==> src/rtl/pwr_mode_pkg.sv <==
// Shared definitions for the standby mode sequencer.
// Assumes a 3-bit state code whose first five values are also the status code.
package pwr_mode_pkg;
    typedef enum logic [2:0] {
        PM_NORMAL = 3'd0,
        PM_HALT   = 3'd1,
        PM_IDLE   = 3'd2,
        PM_STOP   = 3'd3,
        PM_STAB   = 3'd4,
        PM_LOCKW  = 3'd5
    } pm_state_t;

    localparam logic [1:0] ADDR_UNLOCK = 2'd0;
    localparam logic [1:0] ADDR_MODE   = 2'd1;
    localparam logic [1:0] ADDR_TIMING = 2'd2;

    localparam logic [1:0] REQ_IDLE = 2'b01;
    localparam logic [1:0] REQ_STOP = 2'b10;
endpackage

==> src/rtl/pwr_reg_guard.sv <==
// Protected register access for the standby sequencer.
// Passes a standby request through, and holds the timing settings, only when the
// write right before it was the unlock key. Any other protected write sets an error flag.
// Assumes the register bus issues at most one write per cycle.
module pwr_reg_guard
    import pwr_mode_pkg::*;
#(
    parameter int          CNT_W        = 8,
    parameter int          DW           = 9,
    parameter logic [7:0]  KEY          = 8'hA5,
    parameter int unsigned STAB_DEFAULT = 16
) (
    input  logic             clk,
    input  logic             rst_n,
    input  logic             reg_wr,
    input  logic [1:0]       reg_addr,
    input  logic [DW-1:0]    reg_wdata,
    output logic             req_valid,
    output logic [1:0]       req_mode,
    output logic [CNT_W-1:0] stab_cnt,
    output logic             pll_wait,
    output logic             prot_err
);
    logic armed;
    logic prot_wr;
    logic accept;

    assign prot_wr   = reg_wr && (reg_addr == ADDR_MODE || reg_addr == ADDR_TIMING);
    assign accept    = prot_wr && armed;
    assign req_valid = accept && (reg_addr == ADDR_MODE);
    assign req_mode  = reg_wdata[1:0];

    // Arm on a key write; any other write disarms.
    always_ff @(posedge clk) begin
        if (!rst_n)
            armed <= 1'b0;
        else if (reg_wr)
            armed <= (reg_addr == ADDR_UNLOCK) && (reg_wdata[7:0] == KEY);
    end

    // Hold the stabilization count and the PLL-wait choice.
    always_ff @(posedge clk) begin
        if (!rst_n) begin
            stab_cnt <= CNT_W'(STAB_DEFAULT);
            pll_wait <= 1'b0;
        end else if (accept && reg_addr == ADDR_TIMING) begin
            stab_cnt <= reg_wdata[CNT_W-1:0];
            pll_wait <= reg_wdata[CNT_W];
        end
    end

    // Flag a rejected protected write; clear on an accepted one.
    always_ff @(posedge clk) begin
        if (!rst_n)
            prot_err <= 1'b0;
        else if (prot_wr && !armed)
            prot_err <= 1'b1;
        else if (accept)
            prot_err <= 1'b0;
    end

    AST_UNPROT_REJECT: assert property (@(posedge clk) disable iff (!rst_n)
        (prot_wr && !armed) |=> (prot_err && $stable(stab_cnt) && $stable(pll_wait)));
endmodule

==> src/rtl/pwr_stab_timer.sv <==
// Down-counter for the oscillator stabilization interval.
// Assumes load and run never both assert; done reads true when the count is zero.
module pwr_stab_timer #(
    parameter int CNT_W = 8
) (
    input  logic             clk,
    input  logic             rst_n,
    input  logic             load,
    input  logic [CNT_W-1:0] load_val,
    input  logic             run,
    output logic             done
);
    logic [CNT_W-1:0] cnt;

    // Load the interval, then count down to zero while running.
    always_ff @(posedge clk) begin
        if (!rst_n)
            cnt <= '0;
        else if (load)
            cnt <= load_val;
        else if (run && cnt != '0)
            cnt <= cnt - 1'b1;
    end

    assign done = (cnt == '0);

    AST_CNT_STEP: assert property (@(posedge clk) disable iff (!rst_n)
        (run && !load && !done) |=> (cnt == $past(cnt) - 1'b1));
endmodule

==> src/rtl/pwr_mode_ctl.sv <==
// Standby mode sequencer: moves between normal, HALT, IDLE and STOP and decodes the
// clock enables. Exit from STOP passes through a counted stabilization phase and an
// optional PLL lock wait.
// Assumes irq_wake already has masking applied, and halt_req lasts one cycle.
module pwr_mode_ctl
    import pwr_mode_pkg::*;
#(
    parameter int          CNT_W        = 8,
    parameter logic [7:0]  UNLOCK_KEY   = 8'hA5,
    parameter int unsigned STAB_DEFAULT = 16,
    localparam int         DW           = (CNT_W + 1 > 8) ? CNT_W + 1 : 8
) (
    input  logic          clk,
    input  logic          rst_n,
    input  logic          halt_req,
    input  logic          reg_wr,
    input  logic [1:0]    reg_addr,
    input  logic [DW-1:0] reg_wdata,
    input  logic          irq_wake,
    input  logic          nmi,
    input  logic          pll_bypass,
    input  logic          pll_lock,
    input  logic          clkout_inhibit,
    output logic          cpu_clk_en,
    output logic          sys_clk_en,
    output logic          osc_en,
    output logic          pll_en,
    output logic          clkout_en,
    output logic [2:0]    mode_status,
    output logic          prot_err
);
    pm_state_t        state;
    pm_state_t        state_nx;
    logic             wake;
    logic             req_valid;
    logic [1:0]       req_mode;
    logic [CNT_W-1:0] stab_cnt;
    logic             pll_wait;
    logic             tmr_load;
    logic             tmr_done;

    assign wake = irq_wake || nmi;

    pwr_reg_guard #(
        .CNT_W       (CNT_W),
        .DW          (DW),
        .KEY         (UNLOCK_KEY),
        .STAB_DEFAULT(STAB_DEFAULT)
    ) u_guard (
        .clk      (clk),
        .rst_n    (rst_n),
        .reg_wr   (reg_wr),
        .reg_addr (reg_addr),
        .reg_wdata(reg_wdata),
        .req_valid(req_valid),
        .req_mode (req_mode),
        .stab_cnt (stab_cnt),
        .pll_wait (pll_wait),
        .prot_err (prot_err)
    );

    pwr_stab_timer #(
        .CNT_W(CNT_W)
    ) u_timer (
        .clk     (clk),
        .rst_n   (rst_n),
        .load    (tmr_load),
        .load_val(stab_cnt),
        .run     (state == PM_STAB),
        .done    (tmr_done)
    );

    // Choose the next standby depth from requests, wake events and the timer.
    always_comb begin
        state_nx = state;
        tmr_load = 1'b0;
        case (state)
            PM_NORMAL: begin
                if (req_valid && req_mode == REQ_IDLE)
                    state_nx = PM_IDLE;
                else if (req_valid && req_mode == REQ_STOP && !pll_bypass)
                    state_nx = PM_STOP;
                else if (halt_req)
                    state_nx = PM_HALT;
            end
            PM_HALT, PM_IDLE: begin
                if (wake)
                    state_nx = PM_NORMAL;
            end
            PM_STOP: begin
                if (wake) begin
                    state_nx = PM_STAB;
                    tmr_load = 1'b1;
                end
            end
            PM_STAB: begin
                if (tmr_done)
                    state_nx = pll_wait ? PM_LOCKW : PM_NORMAL;
            end
            PM_LOCKW: begin
                if (pll_lock)
                    state_nx = PM_NORMAL;
            end
            default: state_nx = PM_NORMAL;
        endcase
    end

    // State register; reset returns to normal operation.
    always_ff @(posedge clk) begin
        if (!rst_n)
            state <= PM_NORMAL;
        else
            state <= state_nx;
    end

    // Decode the gating set of each depth.
    always_comb begin
        cpu_clk_en  = (state == PM_NORMAL);
        sys_clk_en  = (state == PM_NORMAL) || (state == PM_HALT);
        osc_en      = (state != PM_STOP);
        pll_en      = (state != PM_STOP);
        clkout_en   = sys_clk_en && !clkout_inhibit;
        mode_status = (state == PM_LOCKW) ? PM_STAB : state;
    end

    AST_BYPASS_BLOCKS_STOP: assert property (@(posedge clk) disable iff (!rst_n)
        (state == PM_NORMAL && pll_bypass) |=> (state != PM_STOP));
    AST_WAKE_SHALLOW: assert property (@(posedge clk) disable iff (!rst_n)
        ((state == PM_HALT || state == PM_IDLE) && wake) |=> cpu_clk_en);
    AST_STOP_NO_SKIP: assert property (@(posedge clk) disable iff (!rst_n)
        (state == PM_STOP) |=> (!cpu_clk_en && !sys_clk_en));
    AST_LOCK_HOLD: assert property (@(posedge clk) disable iff (!rst_n)
        (state == PM_LOCKW && !pll_lock) |=> (state == PM_LOCKW && !cpu_clk_en));
endmodule

==> config.mk <==
export PLATFORM = sky130hd
export DESIGN_NAME = pwr_mode_ctl
export DESIGN_NICKNAME = d
export VERILOG_FILES = /design/src/rtl/pwr_mode_pkg.sv /design/src/rtl/pwr_reg_guard.sv /design/src/rtl/pwr_stab_timer.sv /design/src/rtl/pwr_mode_ctl.sv
export SDC_FILE = /design/constraint.sdc
export NUM_CORES = 1
export LEC_CHECK = 0
export BUFFER_PORTS_ARGS = -buffer_cell sky130_fd_sc_hd__buf_2
export CORE_MARGIN = 5
export CORE_UTILIZATION = 41
export CTS_CLUSTER_DIAMETER = 120
export DETAILED_ROUTE_END_ITERATION = 10
export SYNTH_ARGS = -nofsm -noshare
export SYNTH_HDL_FRONTEND = slang
export SYNTH_SLANG_ARGS = --single-unit
==> constraint.sdc <==
create_clock -name clk -period 2.6 [get_ports clk]
set_clock_uncertainty 0.2 [all_clocks]
set_input_delay 0.26 -clock clk [delete_from_list [all_inputs] [get_ports clk]]
set_output_delay 0.26 -clock clk [all_outputs]
set_load 0.02 [all_outputs]
==> out/metrics.cfg, run 1 <==
[final_layout]
stdcell_area_mm2 = 0.00151
area_delta_synth_final_pct = 24.3
ff_latch_area_um2 = 440
final_cell_count_no_fill = 219
drive_above_1_share_pct = 21.3
multiInputGateArea_um2 = 699
fill_cells = 282
mostFrequentLayoutCells = sky130_fd_sc_hd__buf_2, sky130_fd_sc_hd__nand2_1, sky130_fd_sc_hd__dfxtp_1
mostFrequentLayoutCell = sky130_fd_sc_hd__buf_2
finalNetCount = 214
n_antenna_cell = 0

[sta]
timing.setup.tns_ns = 0
timing.final.ws_setup_ns = 0.608
report.final.setup_viol = 0
layout_min_cycle_time_ns = 1.99
fmax_mhz = 502
final_max_slew_viol_count = 0
max_slew.worst_pin.slew_ns = 0.563
final-hold-violation-count = 0
min_period_over_period_pct = 76.6
timing.slew.headroom_pct = 62.2
rsz0062_at_grt = false

[drt]
drt_wirelength_um = 3110
drt-initial-drc-count = 101
viasPerCell = 5.60
num_vias = 1227
antenna_violating_nets_post_route = 0
wl_per_cell_um = 14.2
drt-pass1-iter-count = 4
drt_drc_violations_left = 0

[synthesis]
synth.largest_area_cell = sky130_fd_sc_hd__dfxtp_1
synth_xor_area_share_pct = 0
synth-simple-area-share_pct = 28.2
synth.yosys.warnings = 0
netlist_instances = 154
async_reset_ff_share_pct = 0
synth_seq_cells = 22
synth-compound-area-share_pct = 21.7
synth_cell_type_count = 42
postSynthAreaPerCell_um2 = 7.91
syn-cell-area_mm2 = 0.00122
yosys.area_share.adder_pct = 5.14
synthesized_nets = 179
muxShareOfSynthArea_pct = 2.47
synth_enable_flop_cells = 0
largest_family_of_logic_cells_by_synthesized_area = simple AND/OR/NAND/NOR gates
ys_dominant_reg_cell = sky130_fd_sc_hd__dfxtp_1
synthDominantCellAreaShare_pct = 36.2
synth_area_leaders = sky130_fd_sc_hd__dfxtp_1, sky130_fd_sc_hd__nand2_1, sky130_fd_sc_hd__a21oi_1, sky130_fd_sc_hd__ha_1, sky130_fd_sc_hd__mux2i_1
synth-seq-area-share_pct = 36.2

[place]
numPortBuffers = 28
globalplace.congestion = 0.805
worst_setup_timing_slack_at_the_placement_stage_ns = 0.657
detailedPlacementHpwl_um = 2330
postPlaceCellArea_mm2 = 0.00136
placed_cells_incl_taps = 205

[global_route]
global_route.overflow_total = 0
grt_pass1_wl_um = 5290
pin_count_of_the_biggest_net_entering_global_routing = 18
vias_in_the_first_global_route = 1221
grtUsageTotal_pct = 15.8
number_of_antenna_violations_at_the_first_check_in_global_routing = 0

[power]
total_power_consumption_mw = 0.707
powerDensity_mw_per_mm2 = 467
leakage_nw = 0.601
peakVddDrop_mv = 0.263

[clock_tree]
clock_tree.root_cell = sky130_fd_sc_hd__clkbuf_4
clock_tree.htree_level_count = 1
cts-buffers-inserted = 3
max-clock-path-buffers = 2
cts_hold_buf = 10
tritoncts = yes
number_of_clock_sinks_seen_by_cts = 22
post-cts-setup-buffer-count = 0
clk_transition_reported_paths_ns = 0.14
post_cts_resize_count = 0
insertion_delay_of_the_later_clocked_pin_in_the_worst_skew_pair_ns = 0.31

[min_path]
worst_hold_path_type = in -> reg

[job]
drv.max_cap_violation_count = 0

[die]
initial_core_utilization_pct = 43.4
chipHeight_um = 64.5
die_area_mm2 = 0.00416
die_width_um = 64.5
i_o_pin_count = 29
core.rowCount = 19
floorplan.core_area_mm2 = 0.00281

[worst_setup_path]
path_max_fanout = 3
timing.critical_path.from_type = primary input
worst-setup-path-type = in -> reg
cp-end-kind = flip-flop
cp_data_arrival_time_ns = 2.05
cp_data_required_time_ns = 2.65

[run_status]
outcome = finished, final reports clean

==> Yosys cell counts, types with 2 or more instances <==
cell type and n:
sky130_fd_sc_hd__a21o_1 2, sky130_fd_sc_hd__a21oi_1 17, sky130_fd_sc_hd__a2bb2oi_1 2, sky130_fd_sc_hd__a31oi_1 3
sky130_fd_sc_hd__a32oi_1 2, sky130_fd_sc_hd__and3b_1 2, sky130_fd_sc_hd__buf_2 2, sky130_fd_sc_hd__clkbuf_1 5
sky130_fd_sc_hd__dfxtp_1 22, sky130_fd_sc_hd__ha_1 5, sky130_fd_sc_hd__inv_1 8, sky130_fd_sc_hd__inv_2 2
sky130_fd_sc_hd__mux2i_1 3, sky130_fd_sc_hd__nand2_1 26, sky130_fd_sc_hd__nand2b_1 2, sky130_fd_sc_hd__nand3_1 6
sky130_fd_sc_hd__nand4_1 4, sky130_fd_sc_hd__nand4b_1 2, sky130_fd_sc_hd__nor2_1 8, sky130_fd_sc_hd__nor3_1 6
sky130_fd_sc_hd__o211ai_1 2, sky130_fd_sc_hd__o21ai_0 3
==> routing by layer <==
metal  wire, um  vias up  track usage (%)
met2       1540       32             26.3
met5          0        -                0
met3        146        4             2.94
met1       1390      572             19.9
li1           -      619                -
met4         29        0             6.86
==> report_power, final <==
group,leakage (nW),total [mW],internal (mW),switching [mW]
clock,0.0279,0.271,0.156,0.116
combinational,0.395,0.0881,0.0428,0.0452
sequential,0.178,0.347,0.341,0.00601
total,0.601,0.707,0.540,0.167
==> registers in the layout, summed over array words and instances (netlist names) <==
signal and flops:
u_guard.stab_cnt 8, u_guard.armed 1, u_guard.prot_err 1, u_guard.pll_wait 1, u_timer.cnt 8, state 3
==> path summary, 6_finish.rpt <==
| kind | slack, ns | cells past startpoint | endpoint | start |
|---|---|---|---|---|
| max | 0.61 | 6 | state[0] | reg_wdata[0] |
| min | 0.03 | 3 | u_guard.armed | reg_wr |
| max reg2reg | 0.61 | 6 | state[0] | u_timer.cnt[0] |
| min reg2reg | 0.27 | 2 | u_guard.stab_cnt[3] | u_guard.stab_cnt[3] |
==> final cells by class <==
| type | instances | area share, % |
|---|---|---|
| Multi-Input combinational cell | 113 | 46.2 |
| Sequential cell | 22 | 29.1 |
| Timing Repair Buffer | 38 | 15.9 |
| Inverter | 11 | 2.73 |
| Tap cell | 31 | 2.56 |
| Clock inverter | 1 | 1.99 |
| Clock buffer | 3 | 1.49 |
==> logic make-up after synthesis <==
logic type / count (synthesis)
adder cells (fa/ha/maj): 5
flip-flops: 22
multiplexers: 3
buffers and inverters: 19
AND/OR/NAND/NOR: 65
AO/OA/AOI/OAI: 40
==> stage by stage <==
stage | hold slack (ns) | util [%]
after detailed placement | 0.259 | 48.5
after global placement | 0.245 | 48.5
after CTS | 0.0278 | 53.9
final | 0.0278 | 53.9
after floorplan | 0.184 | -
after global routing | 0.0342 | 53.9
==> critical path, cell delays in order <==
cell and delay [ns]:
sky130_fd_sc_hd__dlygate4sd3_1 0.53, sky130_fd_sc_hd__buf_2 0.13, sky130_fd_sc_hd__or3b_2 0.45, sky130_fd_sc_hd__a21oi_1 0.25
sky130_fd_sc_hd__o311a_1 0.23, sky130_fd_sc_hd__mux2i_1 0.19
Note: power is estimated with default switching activity, not from simulation.
==> run 2: changes to the inputs <==
- ABC_AREA: default -> 1
- PLACE_DENSITY: default -> 0.66
- clock period: 2.6 -> 1.8 ns (I/O delays scaled with it)
==> out/metrics.cfg, run 2 <==
[run_status]
outcome = finished, final reports clean

[synthesis]
synthDominantCellAreaShare_pct = 34.3
async_reset_ff_share_pct = 0
synth_enable_flop_cells = 0
synth_seq_cells = 22
synth_cell_type_count = 29
netlist_instances = 196
synth.largest_area_cell = sky130_fd_sc_hd__dfxtp_1
yosys.cell_count.top_type = sky130_fd_sc_hd__nand2_1
synth.yosys.warnings = 0
postSynthAreaPerCell_um2 = 6.54
synth-seq-area-share_pct = 34.3
synthesized_nets = 221
ys_dominant_reg_cell = sky130_fd_sc_hd__dfxtp_1
synth.cells.most_frequent = sky130_fd_sc_hd__nand2_1, sky130_fd_sc_hd__nor2_1, sky130_fd_sc_hd__dfxtp_1
syn-cell-area_mm2 = 0.00128
synth_area_leaders = sky130_fd_sc_hd__dfxtp_1, sky130_fd_sc_hd__nand2_1, sky130_fd_sc_hd__nor2_1, sky130_fd_sc_hd__a21oi_1, sky130_fd_sc_hd__inv_1

[clock_tree]
insertion_delay_of_the_later_clocked_pin_in_the_worst_skew_pair_ns = 0.30
post-cts-setup-buffer-count = 0
max-clock-path-buffers = 2
number_of_clock_sinks_seen_by_cts = 22
cts-buffers-inserted = 3
clock_tree.htree_level_count = 1
clk_transition_reported_paths_ns = 0.12
tritoncts = yes
clock_tree.root_cell = sky130_fd_sc_hd__clkbuf_4

[worst_setup_path]
path_max_fanout = 8
cp_data_required_time_ns = 1.42
cp_data_arrival_time_ns = 1.30
timing.critical_path.from_type = flip-flop
worst-setup-path-type = reg -> out
cp-end-kind = output port

[power]
total_power_consumption_mw = 1.34
powerDensity_mw_per_mm2 = 828
peakVddDrop_mv = 0.436
leakage_nw = 0.781

[sta]
final-hold-violation-count = 0
report.final.setup_viol = 0
min_period_over_period_pct = 93.1
post_route_worst_hold_slack_ns = 0.0213
timing.setup.tns_ns = 0
fmax_mhz = 597
layout_min_cycle_time_ns = 1.68
max_slew.worst_pin.slew_ns = 0.301
final_max_slew_viol_count = 0
timing.slew.headroom_pct = 79.9
rsz0062_at_grt = false
timing.final.ws_setup_ns = 0.124

[die]
initial_core_utilization_pct = 42.4
floorplan.core_area_mm2 = 0.00303
chipHeight_um = 65.9
die_width_um = 65.9
core.rowCount = 20
die_area_mm2 = 0.00435
i_o_pin_count = 29

[final_layout]
area_delta_synth_final_pct = 26.2
drive_above_1_share_pct = 20.5
stdcell_area_mm2 = 0.00162
fill_cells = 322
layout_top_registers = u_guard.stab_cnt: 8 flops, u_timer.cnt: 8 flops, state: 3 flops
mostFrequentLayoutCells = sky130_fd_sc_hd__nand2_1, sky130_fd_sc_hd__nor2_1, sky130_fd_sc_hd__buf_2
finalNetCount = 260
n_antenna_cell = 0
mostFrequentLayoutCell = sky130_fd_sc_hd__nand2_1

[drt]
antenna_violating_nets_post_route = 0
wl_per_cell_um = 10.1
viasPerCell = 4.49
drt-initial-drc-count = 41
drt_drc_violations_left = 0
drt-pass1-iter-count = 4
num_vias = 1247
drt_wirelength_um = 2800

[global_route]
grtUsageTotal_pct = 14.0
global_route.overflow_total = 0
number_of_antenna_violations_at_the_first_check_in_global_routing = 0
pin_count_of_the_biggest_net_entering_global_routing = 16
grt_pass1_wl_um = 4770
vias_in_the_first_global_route = 1148

[place]
worst_setup_timing_slack_at_the_placement_stage_ns = 0.126
detailedPlacementHpwl_um = 2250
postPlaceCellArea_mm2 = 0.00146
globalplace.congestion = 0.774
numPortBuffers = 28

[min_path]
worst_hold_path_type = in -> reg

[job]
drv.max_cap_violation_count = 0

## run 2: cell count changes after synthesis, sizes merged, moves of 3 or more
cell / previous run / this run
nor2: 8 / 41
nand3: 6 / 11
inv: 10 / 22
a21oi: 17 / 14
nand2: 26 / 44
o21ai: 5 / 14
mux2i: 3 / 0
a31oi: 3 / 0
## run 2: worst max-delay path: stages (launching register included)
cell,delay (ns)
sky130_fd_sc_hd__dfxtp_1,0.51
sky130_fd_sc_hd__nand2_1,0.08
sky130_fd_sc_hd__nor2_1,0.15
sky130_fd_sc_hd__inv_1,0.09
sky130_fd_sc_hd__buf_2,0.16
## run 2: final timing paths
| path | start | end | slack [ns] | depth (start not counted) |
|---|---|---|---|---|
| worst max register to register | u_timer.cnt[1] | u_timer.cnt[5] | 0.21 | 8 |
| worst min-delay path | reg_wdata[0] | u_guard.stab_cnt[0] | 0.02 | 3 |
| worst max-delay path | state[1] | osc_en | 0.12 | 4 |
| worst min register to register | u_guard.armed | u_guard.armed | 0.28 | 2 |
## run 2: stage by stage
step / instances / util, %
detailed placement: 264 / 48.3
CTS: 278 / 53.4
floorplan: 196 / -
global route: 278 / 53.5
global placement: 264 / 48.3
finish: 278 / 53.5
## run 2: logic make-up (layout without fill, tap and decap cells)
kind of cell / after synthesis / in the layout / synth area share (%)
compound gates: 31 / 31 / 13.6
fa+ha+maj: 5 / 5 / 4.88
simple gates: 106 / 106 / 36.5
flops: 22 / 22 / 34.3
xor+xnor: 2 / 2 / 1.37
buf+inv: 30 / 68 / 9.36
## run 2: cell type report
class / instances / area, um2 / area share (%)
well taps: 44 / 55.1 / 3.40
clock inverters: 1 / 30.0 / 1.85
flip-flops and latches: 22 / 440 / 27.2
clock buffers: 3 / 22.5 / 1.39
repair buffers: 40 / 255 / 15.8
inverters: 24 / 91.3 / 5.64
multi-input cells: 144 / 724 / 44.7
## run 2: timing repair
item,in CTS,in global routing
hold buffers,10,0
setup endpoints to repair,0,1
hold endpoints to repair,12,0
gates resized for setup,0,1
## run 2: routing by layer
layer	up-vias	GRT usage, %	part of all wire [%]
met5	-	0	0
met4	0	5.33	0.61
met3	2	2.04	2.9
met2	16	24.0	48
met1	533	17.5	49
li1	696	-	-
## run 2: power breakdown
| group | switching [mW] | internal, mW | leakage, nW |
|---|---|---|---|
| Sequential | 0.0312 | 0.514 | 0.178 |
| Clock | 0.147 | 0.225 | 0.0279 |
| Combinational | 0.250 | 0.172 | 0.575 |
